--- config.mk ---
export PLATFORM = sky130hd
export DESIGN_NAME = s2m_pack
export DESIGN_NICKNAME = d
export VERILOG_FILES = /design/src/rtl/s2m_pack_pkg.sv /design/src/rtl/s2m_cmd_check.sv /design/src/rtl/s2m_lane_buf.sv /design/src/rtl/s2m_pack.sv
export SDC_FILE = /design/constraint.sdc
export NUM_CORES = 1
export LEC_CHECK = 0
export BUFFER_PORTS_ARGS = -buffer_cell sky130_fd_sc_hd__clkbuf_2
export CAP_MARGIN = 10
export CORE_MARGIN = 1
export CORE_UTILIZATION = 30
export DETAILED_ROUTE_END_ITERATION = 10
export PLACE_DENSITY = 0.51
export SLEW_MARGIN = 20
export SYNTH_ARGS = -nofsm -noshare
export SYNTH_HDL_FRONTEND = slang
export SYNTH_SLANG_ARGS = --single-unit
--- constraint.sdc ---
create_clock -name clk -period 3.9 [get_ports clk]
set_clock_uncertainty 0.05 [all_clocks]
set_input_delay 0 -clock clk [delete_from_list [all_inputs] [get_ports clk]]
set_output_delay 0 -clock clk [all_outputs]
set_load 0.05 [all_outputs]
--- src/rtl/s2m_pack_pkg.sv ---
package s2m_pack_pkg;
    typedef enum logic [1:0] {
        ST_IDLE = 2'd0,
        ST_FILL = 2'd1,
        ST_SEND = 2'd2
    } pack_state_t;
endpackage

--- src/rtl/s2m_cmd_check.sv ---
module s2m_cmd_check #(
    parameter int ADDR_W = 32,
    parameter int LEN_W  = 16,
    parameter int MEM_B  = 8,
    parameter int STR_B  = 2
)(
    input  logic [ADDR_W-1:0] addr,
    input  logic [LEN_W-1:0]  len,
    output logic              ok
);
    localparam logic [ADDR_W-1:0] ADDR_MASK = ADDR_W'(MEM_B - 1);
    localparam logic [LEN_W-1:0]  LEN_MASK  = LEN_W'(STR_B - 1);

    logic addr_ok;
    logic len_ok;

    always_comb begin
        addr_ok = (addr & ADDR_MASK) == '0;
        len_ok  = ((len & LEN_MASK) == '0) && (len != '0);
        ok      = addr_ok && len_ok;
    end
endmodule

--- src/rtl/s2m_lane_buf.sv ---
module s2m_lane_buf #(
    parameter int STR_W  = 16,
    parameter int RATIO  = 4,
    parameter int LANE_W = 2
)(
    input  logic                   clk,
    input  logic                   rst_n,
    input  logic                   clr,
    input  logic                   wr_en,
    input  logic [LANE_W-1:0]      lane_sel,
    input  logic [STR_W-1:0]       din,
    output logic [STR_W*RATIO-1:0] data,
    output logic [STR_W/8*RATIO-1:0] strb
);
    localparam int STR_B = STR_W / 8;

    for (genvar g = 0; g < RATIO; g++) begin : g_lane
        always_ff @(posedge clk) begin
            if (!rst_n || clr) begin
                data[g*STR_W +: STR_W] <= '0;
                strb[g*STR_B +: STR_B] <= '0;
            end else if (wr_en && (lane_sel == LANE_W'(g))) begin
                data[g*STR_W +: STR_W] <= din;
                strb[g*STR_B +: STR_B] <= '1;
            end
        end
    end
endmodule

--- src/rtl/s2m_pack.sv ---
module s2m_pack
    import s2m_pack_pkg::*;
#(
    parameter int MEM_W  = 64,
    parameter int STR_W  = 16,
    parameter int ADDR_W = 32,
    parameter int LEN_W  = 16
)(
    input  logic               clk,
    input  logic               rst_n,
    input  logic               cmd_valid,
    output logic               cmd_ready,
    input  logic [ADDR_W-1:0]  cmd_addr,
    input  logic [LEN_W-1:0]   cmd_len,
    output logic               cmd_err,
    input  logic               s_valid,
    output logic               s_ready,
    input  logic [STR_W-1:0]   s_data,
    output logic               m_valid,
    input  logic               m_ready,
    output logic [MEM_W-1:0]   m_data,
    output logic [MEM_W/8-1:0] m_strb,
    output logic               m_last
);
    localparam int RATIO  = MEM_W / STR_W;
    localparam int MEM_B  = MEM_W / 8;
    localparam int STR_B  = STR_W / 8;
    localparam int LANE_W = (RATIO > 1) ? $clog2(RATIO) : 1;
    localparam int STR_SH = (STR_B > 1) ? $clog2(STR_B) : 0;

    pack_state_t       state, state_nx;
    logic [LANE_W-1:0] lane;
    logic [LEN_W-1:0]  words_left;
    logic              last_q;
    logic              err_q;
    logic              cmd_ok;
    logic              cmd_fire, s_fire, m_fire;
    logic              buf_clr;
    logic              beat_done;

    s2m_cmd_check #(
        .ADDR_W(ADDR_W), .LEN_W(LEN_W), .MEM_B(MEM_B), .STR_B(STR_B)
    ) u_check (
        .addr (cmd_addr),
        .len  (cmd_len),
        .ok   (cmd_ok)
    );

    s2m_lane_buf #(
        .STR_W(STR_W), .RATIO(RATIO), .LANE_W(LANE_W)
    ) u_buf (
        .clk      (clk),
        .rst_n    (rst_n),
        .clr      (buf_clr),
        .wr_en    (s_fire),
        .lane_sel (lane),
        .din      (s_data),
        .data     (m_data),
        .strb     (m_strb)
    );

    // Outputs decoded from state
    always_comb begin
        cmd_ready = (state == ST_IDLE);
        s_ready   = (state == ST_FILL);
        m_valid   = (state == ST_SEND);
        m_last    = (state == ST_SEND) && last_q;
        cmd_err   = err_q;
        cmd_fire  = cmd_valid && cmd_ready;
        s_fire    = s_valid && s_ready;
        m_fire    = m_valid && m_ready;
        beat_done = (lane == LANE_W'(RATIO - 1)) || (words_left == LEN_W'(1));
        buf_clr   = m_fire || (cmd_fire && cmd_ok);
    end

    // Next-state logic
    always_comb begin
        state_nx = state;
        unique case (state)
            ST_IDLE: if (cmd_fire && cmd_ok) state_nx = ST_FILL;
            ST_FILL: if (s_fire && beat_done) state_nx = ST_SEND;
            ST_SEND: if (m_fire) state_nx = last_q ? ST_IDLE : ST_FILL;
            default: state_nx = ST_IDLE;
        endcase
    end

    // State register
    always_ff @(posedge clk) begin
        if (!rst_n) state <= ST_IDLE;
        else        state <= state_nx;
    end

    // Counters and flags
    always_ff @(posedge clk) begin
        if (!rst_n) begin
            lane       <= '0;
            words_left <= '0;
            last_q     <= 1'b0;
            err_q      <= 1'b0;
        end else begin
            err_q <= cmd_fire && !cmd_ok;
            if (cmd_fire && cmd_ok) begin
                lane       <= '0;
                words_left <= cmd_len >> STR_SH;
                last_q     <= 1'b0;
            end
            if (s_fire) begin
                lane       <= lane + 1'b1;
                words_left <= words_left - 1'b1;
                last_q     <= (words_left == LEN_W'(1));
            end
            if (m_fire) lane <= '0;
        end
    end
endmodule

==> impl_metrics.json <==
{
  "status": "finished with violations",
  "violations": "design-rule violations",
  "place.gp.congestion": 0.737,
  "syn-instance-count": 454,
  "grt_pass1_wl_um": 16400,
  "syn_to_final_growth_pct": 36.1,
  "cts_tree": "yes",
  "cp.arrival_ns": 2.53,
  "synth_cell_type_count": 43,
  "fmax_mhz": 420,
  "async_flop_share_pct": 0,
  "setup_tns_ns": 0,
  "cts_made_buffers": 9,
  "critPathMaxFanout": 62,
  "period_needed_ns": 2.38,
  "die_h_um": 111,
  "drc_errors": 24,
  "max_cap_violations": 0,
  "synth_seq_area_share_pct": 50.4,
  "dp_hpwl_um": 6930,
  "worst_pin_slew_ns": 0.912,
  "regToRegSetupSlack_ns": 1.52,
  "io_pins": 146,
  "track_usage_pct": 16.9,
  "leakagePower_uw": 0.00192,
  "cts.repair.resized": 0,
  "diodes": 0,
  "first_pass_iters": 8,
  "nets": 661,
  "worst-setup-path-type": "reg -> reg",
  "netlist_area_mm2": 0.00358,
  "hold_depth": 3,
  "synth_ff_type": "dfxtp_1",
  "grt_pass1_vias": 3225,
  "fin_util_pct": 42.3,
  "crit_required_ns": 4.05,
  "cp-start-kind": "register",
  "end_kind": "register",
  "die_x_um": 111,
  "maxSlewViolCount": 0,
  "synth_warnings": 0,
  "post-route-period-util_pct": 61.0,
  "clock_path_buffers": 2,
  "drt_iter0_markers": 147,
  "r2r_start": "state[1]",
  "synth_fp_nets": 529,
  "r2r-end": "u_buf.strb[6]",
  "min_to": "words_left[3]",
  "setup_viol": 0,
  "holdCritStartpoint": "cmd_len[4]",
  "ant_nets": 0,
  "grt_max_degree": 63,
  "initial_core_util_pct": 31.1,
  "synth-seq-cells": 90,
  "rsz0062_at_grt": "false",
  "cts_sinks": 90,
  "power.density_mw_per_mm2": 407,
  "port_buffers": 116,
  "hold_violations": 0,
  "root_buffer": "clkbuf_16",
  "die_area_mm2": 0.0124,
  "rows": 39,
  "overflow": 0,
  "reg2reg_depth": 6,
  "hold_path_class": "in -> reg",
  "vdd_drop_max_uv": 152,
  "antenna_found_initial": 0,
  "slew_headroom_pct": 38.6,
  "routed_wirelength_um": 10200,
  "synth-edff-count": 0,
  "vias": 3539,
  "clkSlewWorstSetupHoldPaths_ns": 0.06,
  "layout-drive-gt1-share_pct": 23.2,
  "synth_area_per_cell_um2": 7.88,
  "vias_per_cell": 4.82,
  "htree_levels": 3,
  "core_area_mm2": 0.0115,
  "clock_latency_ns": 0.34,
  "routedWlPerCell_um": 13.8
}
## registers in the layout (all words and copies together), names as in the netlist
register and cells:
last_q 1, u_buf.strb 4, lane 2, cmd_err 1, u_buf.data 64, state 2
words_left 16
## kinds of logic after synthesis
family                   count (synthesis)  share of synthesized area [%]
flip-flops                              90                           50.4
adder cells (fa/ha/maj)                  6                           2.10
AO/OA/AOI/OAI                          100                           15.4
XOR/XNOR                                 2                          0.490
buffers and inverters                   36                           4.58
AND/OR/NAND/NOR                        220                           27.1
## per-layer routing
layer	up-vias	GRT usage, %	share of wire, %
met4	0	6.49	1.5
met1	1615	21.8	46
met3	10	3.50	6.3
met2	118	27.8	47
met5	-	0	0
li1	1796	-	-
## per-stage QoR
step           area [µm²]  cells  hold slack [ns]  worst slack, ns  total power (µW)
6_report             4870    734           0.0440             1.52              1980
5_1_grt              4870    734           0.0302             1.31              2050
4_1_cts              4870    734           0.0157             1.51              2010
3_5_place_dp         4200    683            0.181             1.53              1050
3_3_place_gp         4200    683            0.186             1.55              1050
2_1_floorplan        3580    454           0.0783             1.56              1010
## how the worst max path moves through the flow
stage	start	endpoint	slack [ns]	cells past startpoint
after floorplan	state[1]	u_buf.data[21]	1.56	8
after global placement	state[1]	u_buf.strb[4]	1.55	6
after detailed placement	state[1]	u_buf.strb[6]	1.53	6
after CTS	state[1]	u_buf.strb[6]	1.51	6
after global routing	state[1]	u_buf.strb[6]	1.31	6
final	state[1]	u_buf.strb[6]	1.52	6
## worst max-delay path, stage by stage, from the launching register on
cell,delay [ns]
dfxtp_1,0.35
nor2_1,0.18
and3_1,0.34
nand2_2,0.35
nand3_2,0.28
buf_4,0.56
nor2_1,0.11
## cell usage in the layout, fill, tap and decap left out, types with 2 or more instances in the layout
master and instances:
dlygate4sd3_1 35, nor2b_1 3, nand2_1 149, dfxtp_1 90, nor2_1 20, clkbuf_2 116, o211ai_1 4, nor3_1 4
or4_1 2, a22oi_1 4, nor4_1 7, ha_1 6, nand4_1 2, a21oi_1 78, o21ai_0 2, and3_1 2
clkbuf_16 9, a31oi_1 5, clkbuf_1 3, nand3_1 12, inv_1 5, and2_1 7, bufinv_16 2
## cell type report
cell class                      count  area, µm²
Clock inverter                      4       76.3
Timing Repair Buffer              152        938
Multi-Input combinational cell    328       1620
Fill cell                        1183       6650
Sequential cell                    90       1800
Clock buffer                       12        236
Inverter                            5       18.8
Tap cell                          143        179
## report_power, final
group          internal [µW]  switching, µW  total [µW]
Clock                    563            355         918
Combinational           56.6           70.8         127
Sequential               926           6.71         933
Total                   1550            433        1980
## Yosys cell counts (3+ instances only)
master	instances	share of area, %
ha_1	6	2.1
buf_4	4	0.84
clkbuf_1	19	2.0
nand3_1	13	1.8
nor2_1	20	2.1
nor4_1	7	1.2
nor2b_1	3	0.52
a21oi_1	78	11
dfxtp_1	90	50
o211ai_1	4	0.84
a31oi_1	5	0.87
inv_1	5	0.52
and2_1	7	1.2
nand2_1	149	16
a22oi_1	4	0.84
buf_2	5	0.70
nor3_1	4	0.56
## timing repair
item                                   4_1_cts  5_1_grt
endpoints found under the hold margin       84        0
hold buffers                                35        0
buffers inserted                             0        0
(Power assumes the default switching activity.)
